### src/rtl/i2cseq_pkg.sv
package i2cseq_pkg;

  // Engine operation codes (values are visible on op_code)
  typedef enum logic [2:0] {
    OP_NONE  = 3'd0,
    OP_START = 3'd1,
    OP_STOP  = 3'd2,
    OP_WBIT  = 3'd3,
    OP_RBIT  = 3'd4,
    OP_CLEAR = 3'd5
  } op_e;

  // Response status codes
  typedef enum logic [1:0] {
    ST_OK   = 2'd0,
    ST_NACK = 2'd1,
    ST_LINE = 2'd2
  } stat_e;

endpackage

### src/rtl/i2cseq_byte_xfer.sv
module i2cseq_byte_xfer
  import i2cseq_pkg::*;
#(
  parameter int BYTE_W = 8
) (
  input  logic              clk,
  input  logic              rst,
  input  logic              go,
  input  logic              rx_mode,
  input  logic [BYTE_W-1:0] tx_byte,
  output logic              req,
  output op_e               code,
  output logic              bit_out,
  input  logic              op_done,
  input  logic              op_rbit,
  input  logic              op_err,
  output logic              done,
  output stat_e             result,
  output logic [BYTE_W-1:0] rx_byte
);

  localparam int CW = $clog2(BYTE_W);

  typedef enum logic [1:0] {BX_IDLE, BX_DATA, BX_ACK} bx_state_e;

  bx_state_e         st;
  logic [BYTE_W-1:0] sh;
  logic [CW-1:0]     cnt;
  logic              rxm;

  // Operation presented to the engine, decoded from registered state
  always_comb begin
    code    = OP_NONE;
    bit_out = 1'b1;
    case (st)
      BX_DATA: begin
        code    = rxm ? OP_RBIT : OP_WBIT;
        bit_out = rxm ? 1'b1 : sh[BYTE_W-1];
      end
      BX_ACK: begin
        code    = rxm ? OP_WBIT : OP_RBIT;
        bit_out = 1'b1;
      end
      default: begin
        code    = OP_NONE;
        bit_out = 1'b1;
      end
    endcase
  end

  assign rx_byte = sh;

  always_ff @(posedge clk) begin
    if (rst) begin
      st     <= BX_IDLE;
      req    <= 1'b0;
      done   <= 1'b0;
      result <= ST_OK;
      sh     <= '0;
      cnt    <= '0;
      rxm    <= 1'b0;
    end else begin
      done <= 1'b0;
      case (st)
        BX_IDLE: begin
          if (go) begin
            sh  <= rx_mode ? '0 : tx_byte;
            cnt <= CW'(BYTE_W - 1);
            rxm <= rx_mode;
            st  <= BX_DATA;
          end
        end
        BX_DATA: begin
          if (!req) begin
            req <= 1'b1;
          end else if (op_done) begin
            req <= 1'b0;
            if (op_err) begin
              result <= ST_LINE;
              done   <= 1'b1;
              st     <= BX_IDLE;
            end else begin
              sh <= rxm ? {sh[BYTE_W-2:0], op_rbit} : {sh[BYTE_W-2:0], 1'b0};
              if (cnt == '0) st <= BX_ACK;
              else           cnt <= cnt - 1'b1;
            end
          end
        end
        BX_ACK: begin
          if (!req) begin
            req <= 1'b1;
          end else if (op_done) begin
            req  <= 1'b0;
            done <= 1'b1;
            st   <= BX_IDLE;
            if (op_err)              result <= ST_LINE;
            else if (!rxm && op_rbit) result <= ST_NACK;
            else                     result <= ST_OK;
          end
        end
        default: st <= BX_IDLE;
      endcase
    end
  end


  held_op_chk: assert property (@(posedge clk) disable iff (rst)
    (req && !op_done) |=> (req && $stable(code) && $stable(bit_out)));


  gap_after_done_chk: assert property (@(posedge clk) disable iff (rst)
    (req && op_done) |=> !req);

endmodule

### src/rtl/i2cseq_backoff.sv
module i2cseq_backoff #(
  parameter int unsigned CYCLES = 25_000_000
) (
  input  logic clk,
  input  logic rst,
  input  logic start,
  output logic fin
);

  localparam int unsigned CW = $clog2(CYCLES + 1);

  logic [CW-1:0] cnt;
  logic          busy;

  always_ff @(posedge clk) begin
    if (rst) begin
      cnt  <= '0;
      busy <= 1'b0;
      fin  <= 1'b0;
    end else begin
      fin <= 1'b0;
      if (start) begin
        cnt  <= CW'(CYCLES - 1);
        busy <= 1'b1;
      end else if (busy) begin
        if (cnt == '0) begin
          busy <= 1'b0;
          fin  <= 1'b1;
        end else begin
          cnt <= cnt - 1'b1;
        end
      end
    end
  end


  fin_only_after_count_chk: assert property (@(posedge clk) disable iff (rst)
    fin |-> $past(busy));


  keeps_counting_chk: assert property (@(posedge clk) disable iff (rst)
    (busy && !start && cnt != '0) |=> (busy && !fin));

endmodule

### src/rtl/i2cseq_ctrl.sv
module i2cseq_ctrl
  import i2cseq_pkg::*;
#(
  parameter int BYTE_W   = 8,
  parameter int RD_TRIES = 10,
  parameter int WR_TRIES = 1
) (
  input  logic              clk,
  input  logic              rst,
  input  logic              cmd_valid,
  output logic              cmd_ready,
  input  logic              cmd_rd,
  input  logic [BYTE_W-1:0] cmd_dev,
  input  logic [BYTE_W-1:0] cmd_off,
  input  logic [BYTE_W-1:0] cmd_wdata,
  input  logic              op_done,
  input  logic              op_err,
  output logic              c_req,
  output op_e               c_code,
  output logic              bx_go,
  output logic              bx_rx,
  output logic [BYTE_W-1:0] bx_byte,
  input  logic              bx_done,
  input  stat_e             bx_result,
  input  logic [BYTE_W-1:0] bx_rx_byte,
  output logic              tm_start,
  input  logic              tm_fin,
  output logic              bb_en,
  output logic              rsp_valid,
  output stat_e             rsp_status,
  output logic [BYTE_W-1:0] rsp_rdata
);

  localparam int MAXT = (RD_TRIES > WR_TRIES) ? RD_TRIES : WR_TRIES;
  localparam int AW   = $clog2(MAXT + 1);

  typedef enum logic [3:0] {
    S_IDLE, S_START1, S_ADDRW, S_OFFS, S_START2, S_ADDRR,
    S_RDATA, S_WDATA, S_STOP, S_CLEAR, S_WAIT
  } seq_state_e;

  seq_state_e        st;
  logic              rd_l;
  logic [BYTE_W-1:0] dev_l, off_l, wd_l, rdata;
  stat_e             last_stat;
  logic [AW-1:0]     tries, tries_nxt, lim;

  assign cmd_ready = (st == S_IDLE);
  assign tries_nxt = tries + AW'(1);
  assign lim       = rd_l ? AW'(RD_TRIES) : AW'(WR_TRIES);

  always_comb begin
    case (st)
      S_START1, S_START2: c_code = OP_START;
      S_STOP:             c_code = OP_STOP;
      S_CLEAR:            c_code = OP_CLEAR;
      default:            c_code = OP_NONE;
    endcase
  end

  always_ff @(posedge clk) begin
    if (rst) begin
      st         <= S_IDLE;
      c_req      <= 1'b0;
      bx_go      <= 1'b0;
      bx_rx      <= 1'b0;
      bx_byte    <= '0;
      tm_start   <= 1'b0;
      bb_en      <= 1'b0;
      rsp_valid  <= 1'b0;
      rsp_status <= ST_OK;
      rsp_rdata  <= '0;
      rdata      <= '0;
      last_stat  <= ST_OK;
      tries      <= '0;
      rd_l       <= 1'b0;
      dev_l      <= '0;
      off_l      <= '0;
      wd_l       <= '0;
    end else begin
      bx_go     <= 1'b0;
      tm_start  <= 1'b0;
      rsp_valid <= 1'b0;
      case (st)
        S_IDLE: begin
          if (cmd_valid) begin
            rd_l  <= cmd_rd;
            dev_l <= cmd_dev;
            off_l <= cmd_off;
            wd_l  <= cmd_wdata;
            tries <= '0;
            rdata <= '0;
            bb_en <= 1'b1;
            st    <= S_START1;
          end
        end
        S_START1: begin
          if (!c_req) begin
            c_req <= 1'b1;
          end else if (op_done) begin
            c_req <= 1'b0;
            if (op_err) begin
              last_stat <= ST_LINE;
              rdata     <= '0;
              st        <= S_CLEAR;
            end else begin
              bx_go   <= 1'b1;
              bx_rx   <= 1'b0;
              bx_byte <= dev_l;
              st      <= S_ADDRW;
            end
          end
        end
        S_ADDRW: begin
          if (bx_done) begin
            if (bx_result != ST_OK) begin
              last_stat <= bx_result;
              rdata     <= '0;
              st        <= S_CLEAR;
            end else begin
              bx_go   <= 1'b1;
              bx_rx   <= 1'b0;
              bx_byte <= off_l;
              st      <= S_OFFS;
            end
          end
        end
        S_OFFS: begin
          if (bx_done) begin
            if (bx_result != ST_OK) begin
              last_stat <= bx_result;
              rdata     <= '0;
              st        <= S_CLEAR;
            end else if (rd_l) begin
              st <= S_START2;
            end else begin
              bx_go   <= 1'b1;
              bx_rx   <= 1'b0;
              bx_byte <= wd_l;
              st      <= S_WDATA;
            end
          end
        end
        S_START2: begin
          if (!c_req) begin
            c_req <= 1'b1;
          end else if (op_done) begin
            c_req <= 1'b0;
            if (op_err) begin
              last_stat <= ST_LINE;
              rdata     <= '0;
              st        <= S_CLEAR;
            end else begin
              bx_go   <= 1'b1;
              bx_rx   <= 1'b0;
              bx_byte <= {dev_l[BYTE_W-1:1], 1'b1};
              st      <= S_ADDRR;
            end
          end
        end
        S_ADDRR: begin
          if (bx_done) begin
            if (bx_result != ST_OK) begin
              last_stat <= bx_result;
              rdata     <= '0;
              st        <= S_CLEAR;
            end else begin
              bx_go   <= 1'b1;
              bx_rx   <= 1'b1;
              bx_byte <= '0;
              st      <= S_RDATA;
            end
          end
        end
        S_RDATA: begin
          if (bx_done) begin
            if (bx_result != ST_OK) begin
              last_stat <= bx_result;
              rdata     <= '0;
              st        <= S_CLEAR;
            end else begin
              rdata <= bx_rx_byte;
              st    <= S_STOP;
            end
          end
        end
        S_WDATA: begin
          if (bx_done) begin
            if (bx_result != ST_OK) begin
              last_stat <= bx_result;
              rdata     <= '0;
              st        <= S_CLEAR;
            end else begin
              st <= S_STOP;
            end
          end
        end
        S_STOP: begin
          if (!c_req) begin
            c_req <= 1'b1;
          end else if (op_done) begin
            c_req <= 1'b0;
            if (op_err) begin
              last_stat <= ST_LINE;
              rdata     <= '0;
              st        <= S_CLEAR;
            end else begin
              rsp_valid  <= 1'b1;
              rsp_status <= ST_OK;
              rsp_rdata  <= rdata;
              bb_en      <= 1'b0;
              st         <= S_IDLE;
            end
          end
        end
        S_CLEAR: begin
          if (!c_req) begin
            c_req <= 1'b1;
          end else if (op_done) begin
            c_req    <= 1'b0;
            tm_start <= 1'b1;
            st       <= S_WAIT;
          end
        end
        S_WAIT: begin
          if (tm_fin) begin
            if (tries_nxt < lim) begin
              tries <= tries_nxt;
              rdata <= '0;
              st    <= S_START1;
            end else begin
              rsp_valid  <= 1'b1;
              rsp_status <= last_stat;
              rsp_rdata  <= '0;
              bb_en      <= 1'b0;
              st         <= S_IDLE;
            end
          end
        end
        default: st <= S_IDLE;
      endcase
    end
  end


  tries_bound_chk: assert property (@(posedge clk) disable iff (rst)
    (st != S_IDLE) |-> (tries < lim));


  abort_to_clear_chk: assert property (@(posedge clk) disable iff (rst)
    (bx_done && bx_result != ST_OK) |=> (st == S_CLEAR));


  idle_flag_low_chk: assert property (@(posedge clk) disable iff (rst)
    cmd_ready |-> !bb_en);


  fail_data_zero_chk: assert property (@(posedge clk) disable iff (rst)
    (rsp_valid && rsp_status != ST_OK) |-> (rsp_rdata == '0));

endmodule

### src/rtl/i2cseq_top.sv
module i2cseq_top
  import i2cseq_pkg::*;
#(
  parameter int          BYTE_W         = 8,
  parameter int          RD_TRIES       = 10,
  parameter int          WR_TRIES       = 1,
  parameter int unsigned BACKOFF_CYCLES = 25_000_000
) (
  input  logic              clk,
  input  logic              rst,
  input  logic              cmd_valid,
  output logic              cmd_ready,
  input  logic              cmd_rd,
  input  logic [BYTE_W-1:0] cmd_dev,
  input  logic [BYTE_W-1:0] cmd_off,
  input  logic [BYTE_W-1:0] cmd_wdata,
  output logic              op_valid,
  output logic [2:0]        op_code,
  output logic              op_bit,
  input  logic              op_done,
  input  logic              op_rbit,
  input  logic              op_err,
  output logic              bb_en,
  output logic              rsp_valid,
  output logic [1:0]        rsp_status,
  output logic [BYTE_W-1:0] rsp_rdata
);

  logic              c_req, bx_req, bx_go, bx_rx, bx_done, bx_bit;
  logic              tm_start, tm_fin;
  op_e               c_code, bx_code, sel_code;
  stat_e             bx_result, rsp_stat_e;
  logic [BYTE_W-1:0] bx_byte, bx_rx_byte;

  i2cseq_ctrl #(
    .BYTE_W   (BYTE_W),
    .RD_TRIES (RD_TRIES),
    .WR_TRIES (WR_TRIES)
  ) u_ctrl (
    .clk        (clk),
    .rst        (rst),
    .cmd_valid  (cmd_valid),
    .cmd_ready  (cmd_ready),
    .cmd_rd     (cmd_rd),
    .cmd_dev    (cmd_dev),
    .cmd_off    (cmd_off),
    .cmd_wdata  (cmd_wdata),
    .op_done    (op_done),
    .op_err     (op_err),
    .c_req      (c_req),
    .c_code     (c_code),
    .bx_go      (bx_go),
    .bx_rx      (bx_rx),
    .bx_byte    (bx_byte),
    .bx_done    (bx_done),
    .bx_result  (bx_result),
    .bx_rx_byte (bx_rx_byte),
    .tm_start   (tm_start),
    .tm_fin     (tm_fin),
    .bb_en      (bb_en),
    .rsp_valid  (rsp_valid),
    .rsp_status (rsp_stat_e),
    .rsp_rdata  (rsp_rdata)
  );

  i2cseq_byte_xfer #(
    .BYTE_W (BYTE_W)
  ) u_byte (
    .clk     (clk),
    .rst     (rst),
    .go      (bx_go),
    .rx_mode (bx_rx),
    .tx_byte (bx_byte),
    .req     (bx_req),
    .code    (bx_code),
    .bit_out (bx_bit),
    .op_done (op_done),
    .op_rbit (op_rbit),
    .op_err  (op_err),
    .done    (bx_done),
    .result  (bx_result),
    .rx_byte (bx_rx_byte)
  );

  i2cseq_backoff #(
    .CYCLES (BACKOFF_CYCLES)
  ) u_backoff (
    .clk   (clk),
    .rst   (rst),
    .start (tm_start),
    .fin   (tm_fin)
  );

  assign sel_code   = bx_req ? bx_code : c_code;
  assign op_valid   = c_req | bx_req;
  assign op_code    = sel_code;
  assign op_bit     = bx_req ? bx_bit : 1'b1;
  assign rsp_status = rsp_stat_e;


  one_issuer_chk: assert property (@(posedge clk) disable iff (rst)
    $onehot0({c_req, bx_req}));


  flag_during_op_chk: assert property (@(posedge clk) disable iff (rst)
    op_valid |-> bb_en);


  silent_backoff_chk: assert property (@(posedge clk) disable iff (rst)
    tm_start |=> !op_valid);

endmodule

### config.mk
export PLATFORM = sky130hd
export DESIGN_NAME = i2cseq_top
export DESIGN_NICKNAME = d
export VERILOG_FILES = /design/src/rtl/i2cseq_pkg.sv /design/src/rtl/i2cseq_byte_xfer.sv /design/src/rtl/i2cseq_backoff.sv /design/src/rtl/i2cseq_ctrl.sv /design/src/rtl/i2cseq_top.sv
export SDC_FILE = /design/constraint.sdc
export NUM_CORES = 1
export LEC_CHECK = 0
export ABC_CLOCK_PERIOD_IN_PS = 3350
export BUFFER_PORTS_ARGS = -buffer_cell sky130_fd_sc_hd__buf_2
export CORE_MARGIN = 4
export CORE_UTILIZATION = 45
export CTS_BUF_LIST = sky130_fd_sc_hd__clkbuf_8
export DETAILED_ROUTE_END_ITERATION = 10
export SLEW_MARGIN = 20
export SYNTH_ARGS = -nofsm -noshare
export SYNTH_HDL_FRONTEND = slang
export SYNTH_SLANG_ARGS = --single-unit
export TNS_END_PERCENT = 1
### constraint.sdc
create_clock -name clk -period 3.35 [get_ports clk]
set_input_delay 0.8375 -clock clk [delete_from_list [all_inputs] [get_ports clk]]
set_output_delay 0.8375 -clock clk [all_outputs]
set_load 0.02 [all_outputs]
* Word level (Yosys, flattened, before mapping)
Index checks and enable logic that the tools add are counted.
Word-level totals: register bits 112, word-level logic and storage cells 287, input bits 31, output and inout port bits 18
Cells by class: equal/unequal tests 56, mux-type cells 150, reductions and logical operators 44, add/sub/neg operators 3, bitwise operators 5, magnitude comparators 1
Operators by type and width (number):
- two-way mux 8 bit | 33
- two-way mux 4 bit | 24
- one-hot mux 8 bit (5 select lines) | 2
- two-way mux 25 bit | 3
- two-way mux 2 bit | 22
- inequality test 2 x 1 -> 1 bit, second input constant | 22
- two-way mux 1 bit | 42
- inequality test 2 bit, second input constant | 21
- one-hot mux 4 bit (10 select lines) | 1
- one-hot mux 8 bit (2 select lines) | 2
- AND reduction 6 bit | 5
- AND reduction 14 bit | 2
- logical NOT 25 bit | 1
- subtractor 25 x 1 -> 25 bit, second input constant | 1
- two-way mux 3 bit | 8
- == test 4 x 3 -> 1 bit, second input constant | 4
- nonzero test 2 bit | 7
- == test 4 bit, second input constant | 3
- one-hot mux 2 bit (2 select lines) | 3
- one-hot mux 3 bit (2 select lines) | 2
- AND reduction 11 bit | 1
- AND reduction 10 bit | 1
- nonzero test 5 bit | 2
- OR reduction 2 bit | 5
- other kinds (30) | 42

* Depth between registers and ports, before layout
Gate-level depths: netlist of the first run.
depth in word-level cells 7, mapped depth 9, mapped depth without buffers 8

* Hierarchy
From an unflattened synthesis of the first run, not the netlist that was laid out.
Unflattened totals: cell total of the unflattened synthesis 664, area total of the unflattened synthesis 5684.2 µm²
By module, submodules not included:
- i2cseq_ctrl | instances 1, seq. area each 1341.3 µm², cells an instance 403, area an instance 3311.9 µm²
- i2cseq_backoff | instances 1, seq. area each 540.5 µm², cells an instance 145, area an instance 1351.3 µm²
- i2cseq_byte_xfer | instances 1, seq. area each 360.3 µm², cells an instance 111, area an instance 974.7 µm²
- i2cseq_top | instances 1, seq. area each 0.0 µm², cells an instance 5, area an instance 46.3 µm²

* Worst setup path before layout of the first run
No wires, ideal clock.
kind input -> register, from input port op_done, to register u_ctrl.bx_byte[7], stages on the path 7, setup time 79 ps, data arrival time 2465 ps, setup slack 806 ps, path through clkbuf_2 nand2_1 a2111o_1 a2111oi_4 buf_6 nor2_2 a211oi_2
On the way: cells in the longest elaborated chain, start to end 2
RTL lines:
- from (decl) | RTL line i2cseq_top.sv:20 | input logic op_done,
- inequality test 2 bit (no source line)
- AND reduction 14 bit (no source line) (*)
- to (signal assigned) | RTL line i2cseq_ctrl.sv:109 | bx_byte <= dev_l;
- to (signal assigned) | RTL line i2cseq_ctrl.sv:123 | bx_byte <= off_l;
- to (signal assigned) | RTL line i2cseq_ctrl.sv:139 | bx_byte <= wd_l;
- to (decl) | RTL line i2cseq_ctrl.sv:22 | output logic [BYTE_W-1:0] bx_byte,
Every way passes the cells marked *; elsewhere a longest branch is shown, timed or not. A chain may end at the register's enable or synchronous reset.

* Worst setup path in the final report of the first run
from register u_ctrl.st[3], to output port op_code[0]
On the way: cells in the longest elaborated chain, start to end 4
RTL lines:
- from (decl) | RTL line i2cseq_ctrl.sv:42 | seq_state_e st;
- from (signal assigned) | RTL line i2cseq_ctrl.sv:63 | st <= S_IDLE;
- from (signal assigned) | RTL line i2cseq_ctrl.sv:94 | st <= S_START1;
- from (signal assigned) | RTL line i2cseq_ctrl.sv:105 | st <= S_CLEAR;
- == test 4 x 1 -> 1 bit or == test 4 x 3 -> 1 bit (tied branches) | RTL line i2cseq_ctrl.sv:53 | case (st)
- OR reduction 2 bit (no source line)
- one-hot mux 3 bit (3 select lines) (*) | RTL line i2cseq_ctrl.sv:53
- two-way mux 3 bit (*) | RTL line i2cseq_top.sv:94 | assign sel_code = bx_req ? bx_code : c_code;
- to (decl) | RTL line i2cseq_top.sv:18 | output logic [2:0] op_code,
Marked as above.

==> metrics.txt, run 1 <==
initial antenna violation count 0; ys flop type dfxtp_1; IO buf count 48; Post-Route WL 13050 um; register area share after synthesis 0.4030; crit-path max FO 22; Worst EP arrival 2.19 ns; ys async rst share 0; Final Max Tran Viols 0; row cnt 40; Final #Nets 740; Worst Path Required 2.51 ns; Starting Density 0.4613; Bufs and invs on worst path 1; Yosys reg bits approximately 110; Setup Crit Path Kind reg -> out; area grow syn2layout 10.21%; EDFF count, synth 0; Max Cap Viol 0; Fill cells 1188; f_max about 330 MHz; max_slew headroom 0.4313; clock skew approximately 0.0083 ns; cell area after layout 0.006132 mm2; Tcrit/Tclk final 0.9035; Overflow after GRT 0; most area-hungry cell type in the Yosys netlist dfxtp_1; via count 4821; reg-to-reg critical path startpoint u_ctrl.st[2]; CTS root buffer clkbuf_8; CTS tree built; wire per inst 14.96 um; core box area 0.01206 mm2; Worst setup startpoint u_ctrl.st[3]; Hold Vio Cnt, Final 0; Min Clock Period, post-route ~3 ns; # DRC 0; CP Launch Type register; crit path max-delay cell type dfxtp_1; Synth top area share 0.4030; hold wc startpoint u_ctrl.off_l[3]; Leak 2.271 nW; CP Capture Type output port; share of cells above drive strength 1 0.1349; antenna diode count 0; vias in the first global route between 4000 and 5000; setup TNS 0 ns; Area after DPL 0.005909 mm2; top post-synthesis cells by area dfxtp_1 (40%), nand2_1 (6.5%), a21oi_1 (6.4%), nor2_1 (3.8%), a211oi_1 (2.7%); first-pass GRT wire length 22220 um; RD Place Congestion 0.8843; status finished, final reports clean; Largest stage delay, worst path 0.57 ns; vias per inst 5.529; Mapped Area 0.005564 mm2; Yosys Warn Count 0; Cell Chain, Critical Path nor2_1, a21boi_0, o31ai_1, buf_2; syn_nets 714; pin count of the biggest net entering global routing between 60 and 70; Worst VDD drop around 0.00022 V; Hold Crit Class reg -> reg; most frequent cells after synthesis dfxtp_1 (112), nand2_1 (97), a21oi_1 (71), nor2_1 (56), clkbuf_1 (30); RSZ-0062 raised after global routing false; clk sinks 112; die width 119.2 um; Total GRT Usage 0.1885; Register Area 0.002242 mm2; Syn Inst Count 673; H-tree depth 3; Chip Height 119.2 um; drt first pass iters 7; detailed placement HPWL 9176 um; die area around 0.014 mm2; top-count cell post-synth dfxtp_1; Multi-input gate area 0.003080 mm2; PwrDens around 650 mW/mm2; initial drt markers between 200 and 250; antenna viol nets, final 0; Clk Latency, worst-skew pair 0.39 ns; Setup-failing EPs final 0; Netlist cell types 70; IO Count 49; Synth Area per Inst about 8.3 um2; Worst Tran Pin Value roughly 0.85 ns; post-CTS setup repair buffer count 0; Bufs on Longest Clock Path 2; number of CTS-inserted buffers 9; Clock transition at path regs 0.10 ns; CP delay by family, top flip-flops
worst min-delay path: stages (launching register included):
cell and delay (ns):
dfxtp_1 0.32, nand2_1 0.05, a21oi_1 0.05
registers in the layout, summed over array words and instances (netlist names), 2 cells and up:
signal and count:
u_ctrl.rsp_rdata 8, u_backoff.cnt 25, u_byte.result 2, u_byte.rx_byte 8
u_ctrl.rdata 8, u_ctrl.rsp_status 2, u_ctrl.off_l 8, u_byte.cnt 3
u_ctrl.bx_byte 8, u_ctrl.last_stat 2, u_ctrl.tries 4, u_ctrl.wd_l 8
u_ctrl.dev_l 8, u_byte.st 2, u_ctrl.st 4
path summary, 6_finish.rpt:
kind / cells after the start / end / slack (ns)
hold / removal: 2 / u_ctrl.off_l[3] / 0.46
setup / recovery: 4 / op_code[0] / 0.32
hold reg to reg: 2 / u_ctrl.off_l[3] / 0.46
setup reg to reg: 6 / u_ctrl.bx_byte[1] / 0.70
metrics by stage:
step	util	std cells	hold WS, ns	total power, W	setup slack [ns]
global route	0.5084	872	0.4779	0.004231	0.1847
finish	0.5084	872	0.4584	0.003959	0.3233
global placement	0.4899	856	0.4390	0.003065	0.6463
floorplan	-	673	0.4329	0.002749	0.8059
CTS	0.5082	872	0.4612	0.003994	0.2406
detailed placement	0.4899	856	0.4448	0.003086	0.5590
power by group:
group	total (W)	internal, W	leakage (nW)	switching (W)
clock	0.000891	0.000439	0.118	0.000452
sequential	0.00166	0.00149	0.908	0.000168
combinational	0.00141	0.000557	1.25	0.000853
cell usage in the layout, fill, tap and decap left out, types with 11 or more instances in the layout:
cell,n
a21oi_1,71
buf_4,11
nor2_1,56
xor2_1,17
mux2i_1,15
dfxtp_1,112
o21ai_0,22
buf_2,48
a211oi_1,20
nor3_1,18
inv_1,15
nand2_1,97
cell type report:
cell class / count / area share
tap: 168 / 0.03428
clock inverter: 6 / 0.01347
sequential: 112 / 0.3656
clock buffer: 10 / 0.02244
multi-input combinational: 502 / 0.5023
timing repair buffer: 59 / 0.05264
inverter: 15 / 0.009182
layer usage:
metal / global-route usage / share of wire / up-vias
li1: - / - / 2450
met1: 0.2428 / 0.47 / 2263
met2: 0.3144 / 0.47 / 91
met3: 0.02944 / 0.041 / 17
met4: 0.07748 / 0.021 / 0
met5: 0 / 0 / -
timing repair:
action | 4_1_cts | 5_1_grt
resized for setup | 0 | 1
endpoints found under the setup margin | 0 | 2
hold buffers | 0 | 0
logic make-up (layout without fill, tap and decap cells):
| kind of cell | Yosys count | after routing | share of synthesized area |
|---|---|---|---|
| compound gates | 181 | 181 | 0.2136 |
| xor+xnor | 25 | 25 | 0.03935 |
| fa+ha+maj | 10 | 10 | 0.02249 |
| flops | 112 | 112 | 0.4030 |
| buf+inv | 59 | 90 | 0.04385 |
| simple gates | 263 | 263 | 0.2345 |
| mux | 23 | 23 | 0.04318 |
Power figures use the tool's default switching activity.
==> run 2: changes to the inputs <==
Settings changed: CORE_UTILIZATION 45 to 35.
==> metrics.txt, run 2 (synthesis results as in run 1) <==
status finished, final reports clean; met1 Use GR 0.2201 (-0.02269); cell area after layout 0.006227 mm2 (+1.6%); Logic pwr share 0.349 (-0.007); Max Cap Viol 0 (unchanged); Chip Height 134.1 um (+12%); FF-to-FF path depth 6 (unchanged); P_sw 0.001519 W (+3.1%); RD Place Congestion 0.8931 (+1.0%); most frequent cells in the layout dfxtp_1 (112), nand2_1 (97), a21oi_1 (71), nor2_1 (56), buf_2 (48); Hold Crit Class reg -> reg; H-tree depth 3 (unchanged); Largest stage delay, worst path 0.84 ns (+0.27 ns); clk sinks 112 (unchanged); Min Clock Period, post-route 2.918 ns (-0.1088 ns); clock skew 0.01735 ns (+0.009090 ns); max_slew headroom 0.4735 (+0.04217); Worst Path Required 2.51 ns (about the same); core box area 0.01537 mm2 (+27%); share of cells above drive strength 1 0.1360 (+0.001034); Worst EP arrival 2.08 ns (-0.11 ns); final core utilization 0.4051 (-0.1033); most flop-heavy register u_backoff.cnt; flop2flop setup slack 0.78 ns (+0.08 ns); Bufs on Longest Clock Path 2 (unchanged); post-CTS setup repair buffer count 0 (unchanged); WHS Endpoint u_ctrl.off_l[4]; crit-path max FO 22 (unchanged); hold path depth 2 (unchanged); initial drt markers 341 (+38%); antenna viol nets, final 0 (unchanged); drt first pass iters 6 (-1); Worst Tran Pin Value 0.7879 ns (-0.06401 ns); Clock Power Share 0.244 (+0.019); via count 4888 (+1.4%); crit path max-delay cell type dfxtp_1; initial antenna violation count 0 (unchanged); wire per inst 14.77 um (-1.3%); met3 usage 0.03601 (+0.006569); antenna diode count 0 (unchanged); CP Launch Type register; Clock transition at path regs 0.12 ns (+0.02 ns); Post-Route WL 13540 um (+3.8%); Worst VDD drop 0.0002392 V (+11%); Clk Latency, worst-skew pair 0.40 ns (about the same); Final Max Tran Viols 0 (unchanged); PwrDens 654.2 mW/mm2 (+1.3%); f_max 342.7 MHz (+3.7%); Final #Nets 742 (+0.27%); Total GRT Usage 0.1556 (-0.03285); commonest non-fill, non-tap cell in the layout dfxtp_1; FF-to-FF End u_ctrl.rsp_rdata[7]; Register Area 0.002242 mm2 (unchanged); IO buf count 48 (unchanged); Starting Density 0.3620 (-0.09932); CTS Hold Bufs 0 (unchanged); CTS resizes 0 (unchanged); area grow syn2layout 11.92%; detailed placement HPWL 9823 um (+7.1%); IO Count 49 (unchanged); Cell Chain, Critical Path nor2_1, a21boi_0, o31ai_1, buf_2; RSZ-0062 raised after global routing false; number of CTS-inserted buffers 9 (unchanged); CTS tree built; hold wc startpoint u_ctrl.off_l[4]; Setup Crit Path Kind reg -> out; vias per inst 5.330 (-3.6%); Seq pwr share 0.407 (-0.012); pin count of the biggest net entering global routing 51 (-16%); setup TNS 0 ns (unchanged); met2 Usage GRT 0.2392 (-0.07519); first-pass GRT wire length 23400 um (+5.3%); GRT Max-Usage Layer met2; Area after DPL 0.005978 mm2 (+1.2%); Leak 2.294 nW (+1.0%); Setup-failing EPs final 0 (unchanged); Tcrit/Tclk final 0.8710 (-0.03247); CP Capture Type output port; reg-to-reg critical path startpoint u_ctrl.st[3]; # DRC 0 (unchanged); vias in the first global route 4834 (+3.6%); Largest register FFs 25 (unchanged); Hold Vio Cnt, Final 0 (unchanged); Overflow after GRT 0 (unchanged); CTS root buffer clkbuf_8; die area 0.01798 mm2 (+27%); die width 134.1 um (+12%); internal power 0.002555 W (+2.8%); switching share of power 0.3728 (+0.0008002); row cnt 45 (+13%); Fill cells 1537 (+29%); Multi-input gate area 0.003078 mm2 (about the same)
[run 2: cell count changes in the layout (fill, tap and decap cells not counted)]
| cell | previous run | this run |
|---|---|---|
| inv_8 | 0 | 2 |
| buf_4 | 11 | 13 |
| clkbuf_8 | 10 | 9 |
| ha_1 | 9 | 10 |
| clkinv_2 | 2 | 0 |
| bufinv_16 | 2 | 3 |
| ha_2 | 1 | 0 |
[run 2: per-stage QoR]
stage / power, W / setup slack (ns) / std cells / hold slack, ns
detailed placement: 0.003098 / 0.7604 / 901 / 0.4430
global placement: 0.003074 / 0.7709 / 901 / 0.4410
floorplan: 0.002749 / 0.8059 / 673 / 0.4329
global route: 0.004367 / 0.2721 / 917 / 0.4846
CTS: 0.004096 / 0.4569 / 917 / 0.4622
finish: 0.004074 / 0.4321 / 917 / 0.4584
[run 2: power by group through the flow]
stage                     sequential [W]  clock (W)  combinational (W)
after floorplan                  0.00160          0            0.00114
after global placement           0.00168          0            0.00139
after detailed placement         0.00169          0            0.00141
after CTS                        0.00166    0.00102            0.00142
after global routing             0.00169    0.00107            0.00161
final                            0.00166   0.000993            0.00142
[run 2: worst max-delay path by stage]
stage | slack, ns | startpoint | to | cells after the start
finish | 0.43 | u_ctrl.st[3] | op_code[0] | 4
global route | 0.27 | u_ctrl.st[3] | op_code[0] | 4
global placement | 0.77 | op_done | u_ctrl.bx_rx | 7
detailed placement | 0.76 | op_done | u_ctrl.bx_rx | 7
floorplan | 0.81 | op_done | u_ctrl.bx_byte[7] | 7
CTS | 0.46 | u_ctrl.st[3] | op_code[0] | 4
[run 2: per-layer routing]
layer | up-vias | routed length, um
li1 | 2460 | -
met1 | 2315 | 6696
met2 | 105 | 6108
met3 | 8 | 585
met4 | 0 | 152
met5 | - | 0
[run 2: critical path: cells and delay by family, from the launching register on]
kind                   cells  cell delay [ns]
DFF                        1             0.84
buffers and inverters      1             0.17
AOI/OAI and AO/OA          2             0.39
and+or+nand+nor            1             0.28
[run 2: final cells by class]
type,instances,share of cell area
clock buffer,9,0.01989
clock inverter,7,0.02009
inverter,15,0.009042
multi-input combinational,502,0.4943
sequential,112,0.3601
tap,211,0.04240
timing repair buffer,61,0.05425
